[src/rtl/swz_pkg.sv]
package swz_pkg;

  localparam int CHUNK_BYTES = 16;
  localparam int CHUNK_LSB   = 4;

  typedef enum logic [1:0] {
    ST_IDLE  = 2'd0,
    ST_READ  = 2'd1,
    ST_WRITE = 2'd2
  } xfer_state_e;

  // Reorder of the five in-tile address bits [8:4].
  // out4<-in6, out5<-in4, out6<-in7, out7<-in8, out8<-in5
  function automatic logic [4:0] tile_bits(input logic [4:0] b);
    // b[0]=bit4 .. b[4]=bit8
    return {b[1], b[4], b[3], b[0], b[2]};
  endfunction

  // Alignment test on a chunk boundary.
  function automatic logic off_chunk(input logic [CHUNK_LSB-1:0] low);
    return |low;
  endfunction

endpackage

[src/rtl/swz_addr_gen.sv]
module swz_addr_gen #(
  parameter int ADDR_W = 32,
  parameter int LEN_W  = 16
) (
  input  logic [ADDR_W-1:0] base,
  input  logic [LEN_W-1:0]  chunk_off,
  input  logic              tiled,
  output logic [ADDR_W-1:0] addr
);
  logic [ADDR_W-1:0] lin_sum;
  logic [ADDR_W-1:0] remapped;

  always_comb begin
    lin_sum  = base + ADDR_W'(chunk_off);
    remapped = lin_sum;
    remapped[8:4] = swz_pkg::tile_bits(lin_sum[8:4]);
    addr = tiled ? remapped : lin_sum;
  end
endmodule

[src/rtl/swz_hold_reg.sv]
module swz_hold_reg #(
  parameter int DATA_W = 128
) (
  input  logic              clk,
  input  logic              rst_n,
  input  logic              cap_en,
  input  logic [DATA_W-1:0] d,
  output logic [DATA_W-1:0] q
);
  always_ff @(posedge clk or negedge rst_n) begin
    if (!rst_n)      q <= '0;
    else if (cap_en) q <= d;
  end
endmodule

[src/rtl/swz_chunk_ctrl.sv]
module swz_chunk_ctrl #(
  parameter int LEN_W = 16
) (
  input  logic             clk,
  input  logic             rst_n,
  input  logic             start,
  input  logic             req_bad,
  input  logic             req_zero,
  input  logic [LEN_W-1:0] len_q,
  input  logic             rd_ack,
  input  logic             wr_ack,
  output logic             launch,
  output logic [LEN_W-1:0] chunk_off,
  output logic             rd_req,
  output logic             wr_req,
  output logic             cap_en,
  output logic             busy,
  output logic             done,
  output logic             err
);
  import swz_pkg::*;

  localparam logic [LEN_W:0] STEP = (LEN_W+1)'(CHUNK_BYTES);

  xfer_state_e      state_q;
  logic [LEN_W-1:0] chunk_q;
  logic             done_q;
  logic             err_q;
  logic             last_chunk;
  logic             rd_fire;
  logic             wr_fire;

  assign launch     = start && (state_q == ST_IDLE);
  assign rd_req     = (state_q == ST_READ);
  assign wr_req     = (state_q == ST_WRITE);
  assign rd_fire    = rd_req && rd_ack;
  assign wr_fire    = wr_req && wr_ack;
  assign cap_en     = rd_fire;
  assign busy       = (state_q != ST_IDLE);
  assign last_chunk = ({1'b0, chunk_q} + STEP) >= {1'b0, len_q};
  assign chunk_off  = chunk_q;
  assign done       = done_q;
  assign err        = err_q;

  always_ff @(posedge clk or negedge rst_n) begin
    if (!rst_n) begin
      state_q <= ST_IDLE;
      chunk_q <= '0;
      done_q  <= 1'b0;
      err_q   <= 1'b0;
    end else begin
      done_q <= 1'b0;
      err_q  <= 1'b0;
      unique case (state_q)
        ST_IDLE: begin
          if (start) begin
            if (req_bad)       err_q  <= 1'b1;
            else if (req_zero) done_q <= 1'b1;
            else begin
              chunk_q <= '0;
              state_q <= ST_READ;
            end
          end
        end
        ST_READ: begin
          if (rd_fire) state_q <= ST_WRITE;
        end
        ST_WRITE: begin
          if (wr_fire) begin
            if (last_chunk) begin
              state_q <= ST_IDLE;
              done_q  <= 1'b1;
            end else begin
              chunk_q <= chunk_q + LEN_W'(CHUNK_BYTES);
              state_q <= ST_READ;
            end
          end
        end
        default: state_q <= ST_IDLE;
      endcase
    end
  end
endmodule

[src/rtl/tile_swz_copier.sv]
module tile_swz_copier #(
  parameter int ADDR_W = 32,
  parameter int LEN_W  = 16,
  parameter int DATA_W = 128
) (
  input  logic              clk,
  input  logic              rst_n,
  input  logic              start,
  input  logic              src_tiled,
  input  logic              dst_tiled,
  input  logic [ADDR_W-1:0] src_off,
  input  logic [ADDR_W-1:0] dst_off,
  input  logic [LEN_W-1:0]  xfer_len,
  output logic              busy,
  output logic              rd_req,
  output logic [ADDR_W-1:0] rd_addr,
  input  logic              rd_ack,
  input  logic [DATA_W-1:0] rd_data,
  output logic              wr_req,
  output logic [ADDR_W-1:0] wr_addr,
  output logic [DATA_W-1:0] wr_data,
  input  logic              wr_ack,
  output logic              done,
  output logic              err
);
  import swz_pkg::*;

  localparam int SIDES = 2;

  logic              launch;
  logic              req_bad;
  logic              req_zero;
  logic              cap_en;
  logic [LEN_W-1:0]  chunk_off;
  logic [ADDR_W-1:0] src_q;
  logic [ADDR_W-1:0] dst_q;
  logic [LEN_W-1:0]  len_q;
  logic              src_tiled_q;
  logic              dst_tiled_q;

  logic [ADDR_W-1:0] side_base  [SIDES];
  logic              side_tiled [SIDES];
  logic [ADDR_W-1:0] side_addr  [SIDES];

  assign req_bad  = off_chunk(src_off[CHUNK_LSB-1:0]) ||
                    off_chunk(dst_off[CHUNK_LSB-1:0]) ||
                    off_chunk(xfer_len[CHUNK_LSB-1:0]) ||
                    (src_tiled && dst_tiled);
  assign req_zero = (xfer_len == '0);

  always_ff @(posedge clk or negedge rst_n) begin
    if (!rst_n) begin
      src_q       <= '0;
      dst_q       <= '0;
      len_q       <= '0;
      src_tiled_q <= 1'b0;
      dst_tiled_q <= 1'b0;
    end else if (launch) begin
      src_q       <= src_off;
      dst_q       <= dst_off;
      len_q       <= xfer_len;
      src_tiled_q <= src_tiled;
      dst_tiled_q <= dst_tiled;
    end
  end

  swz_chunk_ctrl #(.LEN_W(LEN_W)) u_ctrl (
    .clk       (clk),
    .rst_n     (rst_n),
    .start     (start),
    .req_bad   (req_bad),
    .req_zero  (req_zero),
    .len_q     (len_q),
    .rd_ack    (rd_ack),
    .wr_ack    (wr_ack),
    .launch    (launch),
    .chunk_off (chunk_off),
    .rd_req    (rd_req),
    .wr_req    (wr_req),
    .cap_en    (cap_en),
    .busy      (busy),
    .done      (done),
    .err       (err)
  );

  assign side_base[0]  = src_q;
  assign side_tiled[0] = src_tiled_q;
  assign side_base[1]  = dst_q;
  assign side_tiled[1] = dst_tiled_q;

  for (genvar s = 0; s < SIDES; s++) begin : g_side
    swz_addr_gen #(.ADDR_W(ADDR_W), .LEN_W(LEN_W)) u_agen (
      .base      (side_base[s]),
      .chunk_off (chunk_off),
      .tiled     (side_tiled[s]),
      .addr      (side_addr[s])
    );
  end

  assign rd_addr = side_addr[0];
  assign wr_addr = side_addr[1];

  swz_hold_reg #(.DATA_W(DATA_W)) u_hold (
    .clk    (clk),
    .rst_n  (rst_n),
    .cap_en (cap_en),
    .d      (rd_data),
    .q      (wr_data)
  );
endmodule

[config.mk]
export PLATFORM = sky130hd
export DESIGN_NAME = tile_swz_copier
export DESIGN_NICKNAME = d
export VERILOG_FILES = /design/src/rtl/swz_pkg.sv /design/src/rtl/swz_addr_gen.sv /design/src/rtl/swz_hold_reg.sv /design/src/rtl/swz_chunk_ctrl.sv /design/src/rtl/tile_swz_copier.sv
export SDC_FILE = /design/constraint.sdc
export NUM_CORES = 1
export LEC_CHECK = 0
export BUFFER_PORTS_ARGS = -buffer_cell sky130_fd_sc_hd__buf_2
export CAP_MARGIN = 20
export CORE_AREA = 2 2 158 160
export DETAILED_ROUTE_END_ITERATION = 12
export DIE_AREA = 0 0 160 162
export PLACE_DENSITY_LB_ADDON = 0.05
export REMOVE_ABC_BUFFERS = 1
export SLEW_MARGIN = 20
export SYNTH_ARGS = -nofsm -noshare
export SYNTH_HDL_FRONTEND = slang
export SYNTH_SLANG_ARGS = --single-unit
export TNS_END_PERCENT = 100
[constraint.sdc]
create_clock -name clk -period 4.18 [get_ports clk]
set_input_delay 0.209 -clock clk [delete_from_list [all_inputs] [get_ports clk]]
set_output_delay 0.209 -clock clk [all_outputs]
set_load 0.02 [all_outputs]
# After elaboration in Yosys (flattened, before gate mapping)
# Index checks and enable logic that the tools add are counted.
# word_totals
register_bits,230
wordCells,63
# classes
n_eq_ne,8
n_reduce_logical,16
order_cmp,1
n_mux,24
n_addsub,4
# ops
operator,n
2-to-1 mux 16 bit,5
adder 32 x 16 -> 32 bit,2
one-hot mux 16 bit (2 select lines),1
2-to-1 mux 9 bit,2
"adder 16 x 5 -> 17 bit, second input constant",1
greater-or-equal comparator 17 x 16 -> 1 bit,1
"adder 16 x 5 -> 16 bit, second input constant",1
logical NOT 16 bit,1
"!= test 2 bit, second input constant",6
OR reduction 4 bit,3
2-to-1 mux 2 bit,5
2-to-1 mux 1 bit,9
one-hot mux 2 bit (3 select lines),1
AND reduction 6 bit,1
AND reduction 5 bit,1
logical AND 1 bit,4
nonzero test 2 bit,2
logical OR 1 bit,3
"equality test 2 x 1 -> 1 bit, second input constant",1
"equality test 2 bit, second input constant",1
logical NOT 2 bit,1
one-hot mux 1 bit (2 select lines),1

# Logic depth before layout (Yosys ltp)
# Gate-level depths: netlist of the first run.
# logic_depth
word_depth,7
depth_mapped,12

# By module
# Synthesis of the first run repeated with hierarchy kept, for this count alone.
# unflattened
hier_cells,951
area_unflattened_um2,12134.1
# modules_own_cells
mod,area_each_um2,cells_each,instances
swz_hold_reg,4822.1,270,1
tile_swz_copier,3503.4,182,1
swz_addr_gen,1236.2,172,2
swz_chunk_ctrl,1336.3,155,1

# Worst setup path before layout of the first run
# No wires, ideal clock.
# synth_timing
path_kind,reg2reg
start,"register u_ctrl.chunk_q[6], in the netlist u_ctrl.chunk_off[6]"
end,register u_ctrl.state_q[0]
t_arrival_ns,2.763
path_stages_with_launch,13
setup_ns,0.118
slack_ns,1.299
required_ns,4.062
path_buffers,2
synth_period_minus_slack_ns,2.881
path_cell_list,dfrtp_1 buf_2 and4_1 nand4_1 or3_1 xnor2_1 ha_1 and3_1 nand3_1 o311a_4 a21o_4 buf_6 a21o_1
# synth_via
elab_chain_cells,5
# synth_lines
element,line_no,source
"start, declared",swz_chunk_ctrl.sv:26,logic [LEN_W-1:0] chunk_q;
"start signal, assigned",swz_chunk_ctrl.sv:74,chunk_q <= chunk_q + LEN_W'(CHUNK_BYTES);
adder 16 x 5 -> 17 bit,swz_chunk_ctrl.sv:40,"assign last_chunk = ({1'b0, chunk_q} + STEP) >= {1'b0, len_q};"
greater-or-equal comparator 17 x 16 -> 1 bit,swz_chunk_ctrl.sv:40,
2-to-1 mux 1 bit,swz_chunk_ctrl.sv:70,if (last_chunk) begin
2-to-1 mux 2 bit,swz_chunk_ctrl.sv:69,if (wr_fire) begin
one-hot mux 2 bit (3 select lines),swz_chunk_ctrl.sv:54,unique case (state_q)
"end signal, assigned",swz_chunk_ctrl.sv:47,state_q <= ST_IDLE;
"end signal, assigned",swz_chunk_ctrl.sv:71,state_q <= ST_IDLE;
"end signal, assigned",swz_chunk_ctrl.sv:75,state_q <= ST_READ;
"end, declared",swz_chunk_ctrl.sv:25,xfer_state_e state_q;
# No other way between the ends. The select of a mux whose other input is x is not followed.
# A chain may end at the register's enable or synchronous reset.

# Worst setup path in the final report of the first run
# layout_timing
start,"register u_ctrl.chunk_q[5], in the netlist u_ctrl.chunk_off[5]"
end,output port rd_addr[29]
# layout_via
elab_chain_cells,1
# layout_lines
element,line_no,source
adder 32 x 16 -> 32 bit,swz_addr_gen.sv:14,lin_sum = base + ADDR_W'(chunk_off);
"end, declared",tile_swz_copier.sv:16,"output logic [ADDR_W-1:0] rd_addr,"
# No other way between the ends.

==> impl_metrics.tcl, run 1 <==
set metrics [dict create \
    status "finished clean" \
    ir_drop_mv 0.360 \
    fin_setup_tns_ps 0 \
    synth_compound_area_share_pct 5.29 \
    viasPerCell 4.90 \
    grt_pass1_wl_um 54200 \
    finalHoldViolCount 0 \
    holdCritPathClass "in -> async" \
    regArea_um2 5660 \
    maxSlewViolCount 0 \
    cts_tree "built" \
    synth_warnings 0 \
    relSlewSlack_pct 30.6 \
    post_cts_resized 0 \
    syn_inst 989 \
    ys_ff_latch 226 \
    place_area_um2 13000 \
    cp-end-kind "output pin" \
    core_um2 24100 \
    maxCapViolCount 0 \
    crit_path_max_fanout 14 \
    synth-simple-area-share_pct 15.3 \
    port_buffers 411 \
    drt_iter0_drc 523 \
    layout.nets 1849 \
    total_power_mw 7.74 \
    ant_nets 0 \
    clock.fmax_mhz 281 \
    synth_top_area_share_pct 52.7 \
    finalInstanceArea_um2 16000 \
    syn2layout_area_growth_pct 49.2 \
    critical_path.startpoint_type "flop" \
    synthXorXnorAreaFrac_pct 4.65 \
    via_count 9531 \
    clock_latency_ps 530 \
    dp_hpwl_um 23800 \
    die_x_um 160 \
    synth_most_common_cell "nand2_1" \
    io_pins 412 \
    post_synth.cell_area_avg_um2 10.9 \
    clock_sinks 226 \
    synthFlopType "dfrtp_1" \
    synth_top_area_cell "dfrtp_1" \
    drive_gt1_share_pct 37.5 \
    drc 0 \
    yosysUniqueCellTypes 56 \
    rsz0062_at_grt "no" \
    dieArea_um2 25900 \
    cp_data_arrival_time_ps 3350 \
    synth.yosys.seq_area_share_pct 52.7 \
    cts_buffer_depth 3 \
    synth_top_family_by_area "simple AND/OR/NAND/NOR gates" \
    cp_data_required_time_ps 3970 \
    crit_type "reg -> out" \
    fill_cells 1980 \
    overflow 0 \
    h-tree-depth 1 \
    clk_pin_slew_ps 60 \
    multi_input_area_um2 4750 \
    setup_viol 0 \
    grt_pass1_vias 10200 \
    synth_adder_area_share_pct 4.43 \
    p_leak_nw 8.51 \
    grt_use_total_pct 26.3 \
    synth-edff-count 0 \
    post-route-period-util_pct 85.1 \
    period_minus_slack_ps 3560 \
    die-height_um 162 \
    synthMuxAreaShare_pct 14.5 \
    synth_area_leaders "dfrtp_1 53%, mux2_2 14%, nand2_1 9.1%" \
    num_rows 57 \
    antenna_found_initial 4 \
    ys_async_sr_fraction_pct 100 \
    finClkSkew_ps 17.5 \
    finalWeightedCongestion 0.828 \
    syn-cell-area_um2 10700 \
    initial_utilization_pct 44.6 \
    routed_wl_um 34300 \
    wl_per_cell_um 17.7 \
    grt_max_degree 100 \
    worst_pin_slew_ps 1040 \
    root_buffer "clkbuf_16" \
    dpl.cell_count 1679 \
    ys_top_cells_by_count "260 x nand2_1, 226 x dfrtp_1, 132 x mux2_2" \
    stdcell_count 1944 \
    final_core_util_pct 66.5 \
    powerDensity_nw_per_um2 483 \
    first_pass_iters 6 \
    cts_buffers 25 \
]
layout make-up:
| type | instances | share of cell area (%) |
|---|---|---|
| clock inverters | 9 | 0.687 |
| flip-flops and latches | 226 | 35.3 |
| inverters | 29 | 0.679 |
| diodes | 5 | 0.0781 |
| clock buffers | 37 | 4.44 |
| repair buffers | 629 | 26.6 |
| multi-input cells | 685 | 29.7 |
| well taps | 324 | 2.53 |
cells in the final DEF, fill, tap and decap left out, types with 3 or more instances in the layout:
cell type / instances
a21o_1: 7
a21oi_1: 22
a31oi_1: 5
and3_1: 9
and4_1: 6
buf_2: 410
clkbuf_1: 8
clkbuf_16: 25
clkbuf_8: 4
clkinv_2: 6
dfrtp_1: 226
diode_2: 5
dlygate4sd3_1: 214
ha_1: 38
inv_1: 29
mux2_2: 132
mux2i_1: 7
nand2_1: 258
nand2b_1: 4
nand3_1: 21
nand4_1: 10
nor2_1: 22
nor2b_1: 3
nor3_1: 6
nor3_2: 5
nor4_1: 6
o21a_1: 6
o21ai_0: 16
o21ai_1: 3
o31ai_1: 4
or3_1: 4
xnor2_1: 39
xor2_1: 18
critical path, cell delays in order (launching register included):
cell and delay (ps):
dfrtp_1 480, ha_1 370, a211oi_1 100, o21bai_1 300, o311ai_2 140, a21oi_1 820, nand4_1 200, xnor2_1 210
buf_2 190
state kept, by name (all words and copies together) (netlist names):
| name | flops |
|---|---|
| u_ctrl.state_q | 2 |
| len_q | 16 |
| u_hold.q | 128 |
| u_ctrl.chunk_off | 12 |
| u_ctrl.err | 1 |
| dst_tiled_q | 1 |
| src_q | 32 |
| src_tiled_q | 1 |
| u_ctrl.done | 1 |
| dst_q | 32 |
stage by stage:
| stage | setup WS [ps] | hold slack (ps) |
|---|---|---|
| CTS | 577 | 341 |
| finish | 624 | 290 |
| global placement | 1190 | 307 |
| floorplan | 16.3 | -86.6 |
| global route | 298 | 359 |
| detailed placement | 1140 | 302 |
power by group:
part / switching, mW / total (mW) / internal, mW
sequential: 0.279 / 2.84 / 2.56
combinational: 1.59 / 2.69 / 1.10
clock: 0.900 / 2.21 / 1.31
total: 2.77 / 7.74 / 4.97
layer usage:
metal  vias up  wire (µm)  global-route usage, %
li1       4546          -                      -
met2       358      16900                   45.7
met3       110       2080                   5.62
met1      4517      13300                   30.7
met4         0       2080                   14.3
met5         -          0                      0
cell families after synthesis:
kind of cell	after synthesis
buffers and inverters	78
adder cells (fa/ha/maj)	38
XOR/XNOR	57
AO/OA/AOI/OAI	82
multiplexers	139
flip-flops	226
AND/OR/NAND/NOR	369
worst paths after layout:
path                       cells after the start                start                 to  slack, ps
min in group clk                               4          dst_off[23]          dst_q[23]        410
hold / removal                                 2                rst_n          len_q[10]        290
setup reg to reg                              10  u_ctrl.chunk_off[6]  u_ctrl.state_q[0]       1140
hold reg to reg                                2             dst_q[0]           dst_q[0]        470
max in group asynchronous                      3                rst_n          src_q[24]       2800
setup / recovery                               8  u_ctrl.chunk_off[5]        rd_addr[29]        620
timing repair:
action | CTS | global route
endpoints found under the hold margin | 310 | 0
hold buffers | 214 | 0
buffers inserted | 0 | 0
Note: power is estimated with default switching activity, not from simulation.
==> run 2, diff against run 1 <==
- PLACE_DENSITY: default -> 0.71
- PLACE_DENSITY_LB_ADDON: 0.05 -> default
- SLEW_MARGIN: 20 -> 40
==> run 2 against run 1 <==
  * Setup slack better by 84 ps
  * Final cell count decreased by 0.36%
  * Critical path type unchanged
  * Clock skew about the same
  * Cell area is 0.19% higher
  * Critical endpoint is now wr_addr[19]
  * Core utilization grew 0.12 points
  * Non-clock buffer count increased by 3
  * Largest cell class unchanged
  * Maximum frequency up 2.4%
  * Count of clock-buffer cells in the layout is 4 lower
  * Sequential power is essentially flat
  * Via count up 2.7%
  * Combinational power barely moved
  * Sequential share of layout area fell by 0.066 points
==> impl_metrics.tcl, run 2 (synthesis results as in run 1) <==
set metrics [dict create \
    cp_data_arrival_time_ps 3260 \
    grt_pass1_wl_um 55500 \
    overflow 0 \
    drt_iter0_drc 504 \
    final_cell_mix "410 x buf_2, 258 x nand2_1, 226 x dfrtp_1" \
    rr_worst_depth 10 \
    routed_wl_um 35500 \
    layout.cells.most_common "buf_2" \
    root_buffer "clkbuf_16" \
    max_stage_delay_ps 570 \
    worstPathCellList "ha_1, a21oi_1, o22ai_2, o22ai_1, o31a_1, nand2b_1, xnor2_1, buf_2" \
    holdCritPathClass "in -> async" \
    drive_gt1_share_pct 37.7 \
    finClkSkew_ps 17.4 \
    worst_pin_slew_ps 739 \
    h-tree-depth 1 \
    period_minus_slack_ps 3470 \
    die_x_um 160 \
    crit_slowest_cell "o31a_1" \
    clock_latency_ps 540 \
    maxCapViolCount 0 \
    cts_buffer_depth 3 \
    multi_input_area_um2 4770 \
    fin_setup_tns_ps 0 \
    wl_per_cell_um 18.3 \
    post_cts_resized 0 \
    path_buf_inv 1 \
    maxSlewViolCount 0 \
    p_leak_nw 8.51 \
    cts_buffers 25 \
    viasPerCell 5.05 \
    via_count 9789 \
    die-height_um 162 \
    grt_use_total_pct 26.8 \
    finalHoldViolCount 0 \
    crit_type "reg -> out" \
    ant_nets 0 \
    total_power_mw 7.88 \
    place_area_um2 13100 \
    grt_max_degree 97 \
    post-route-period-util_pct 83.0 \
    relSlewSlack_pct 50.7 \
    finalInstanceArea_um2 16100 \
    regArea_um2 5660 \
    io_pins 412 \
    setup_viol 0 \
    cp-end-kind "output pin" \
    finalWeightedCongestion 0.905 \
    fill_cells 1792 \
    clock.fmax_mhz 288 \
    reg.largest.list "u_hold.q: 128 flops, dst_q: 32 flops, src_q: 32 flops" \
    final_core_util_pct 66.6 \
    rsz0062_at_grt "no" \
    status "finished clean" \
    whs_ps 272 \
    cp.depth 8 \
    core_um2 24100 \
    dp_hpwl_um 22200 \
    crit_path_max_fanout 14 \
    layout.nets 1852 \
    critical_path.startpoint_type "flop" \
    port_buffers 411 \
    antenna_found_initial 1 \
    dpl.cell_count 1682 \
    drc 0 \
    clock_sinks 226 \
    critPathTopFamily "compound AO/OA/AOI/OAI gates" \
    first_pass_iters 5 \
    clk_pin_slew_ps 60 \
    cts_tree "built" \
    powerDensity_nw_per_um2 491 \
    grt_pass1_vias 10400 \
    top_register "u_hold.q" \
    dieArea_um2 25900 \
    ir_drop_mv 0.434 \
    num_rows 57 \
    preCtsSetupSlack_ps 1160 \
    initial_utilization_pct 44.6 \
    syn2layout_area_growth_pct 49.5 \
    setup_slack_ps 709 \
    stdcell_count 1937 \
    cp_data_required_time_ps 3970 \
    largest_reg_flops 128 \
]
==> run 2: cell count changes in the layout (fill, tap and decap cells not counted), moves of 2 or more <==
cell	delta
diode_2	-4
clkinv_2	-4
buf_4	+3
clkbuf_1	-3
bufinv_16	+2
==> run 2: area by class of cell <==
| class | instances | share of cell area (%) |
|---|---|---|
| sequential | 226 | 35.2 |
| clock buffer | 33 | 4.27 |
| clock inverter | 7 | 0.935 |
| multi-input combinational | 685 | 29.7 |
| timing repair buffer | 632 | 26.7 |
| antenna | 1 | 0.0156 |
| tap | 324 | 2.53 |
| inverter | 29 | 0.678 |
==> run 2: where the power goes <==
| part | leakage, nW | total, mW | switching (mW) | internal, mW |
|---|---|---|---|---|
| logic | 5.20 | 2.72 | 1.61 | 1.11 |
| registers | 2.90 | 2.86 | 0.293 | 2.56 |
| clock network | 0.410 | 2.31 | 0.913 | 1.39 |
==> run 2: repair_timing <==
action / 4_1_cts / 5_1_grt
buffers inserted: 0 / 0
hold endpoints to repair: 307 / 0
hold buffers: 214 / 0
==> run 2: path summary, 6_finish.rpt <==
check,from,to,slack [ps]
min in group clk,dst_off[20],dst_q[20],410
worst min register to register,src_q[7],src_q[7],480
worst max-delay path,u_ctrl.chunk_off[5],wr_addr[19],710
worst max register to register,u_ctrl.chunk_off[7],u_ctrl.state_q[0],1140
worst min-delay path,rst_n,len_q[12],270
max in group asynchronous,rst_n,u_hold.q[112],2910
==> run 2: routing by layer <==
metal	share of wire (%)	up-vias	global-route usage, %
li1	-	4553	-
met1	38	4651	30.9
met2	50	446	46.9
met3	5.6	139	4.88
met4	7.0	0	16.1
met5	0	-	0
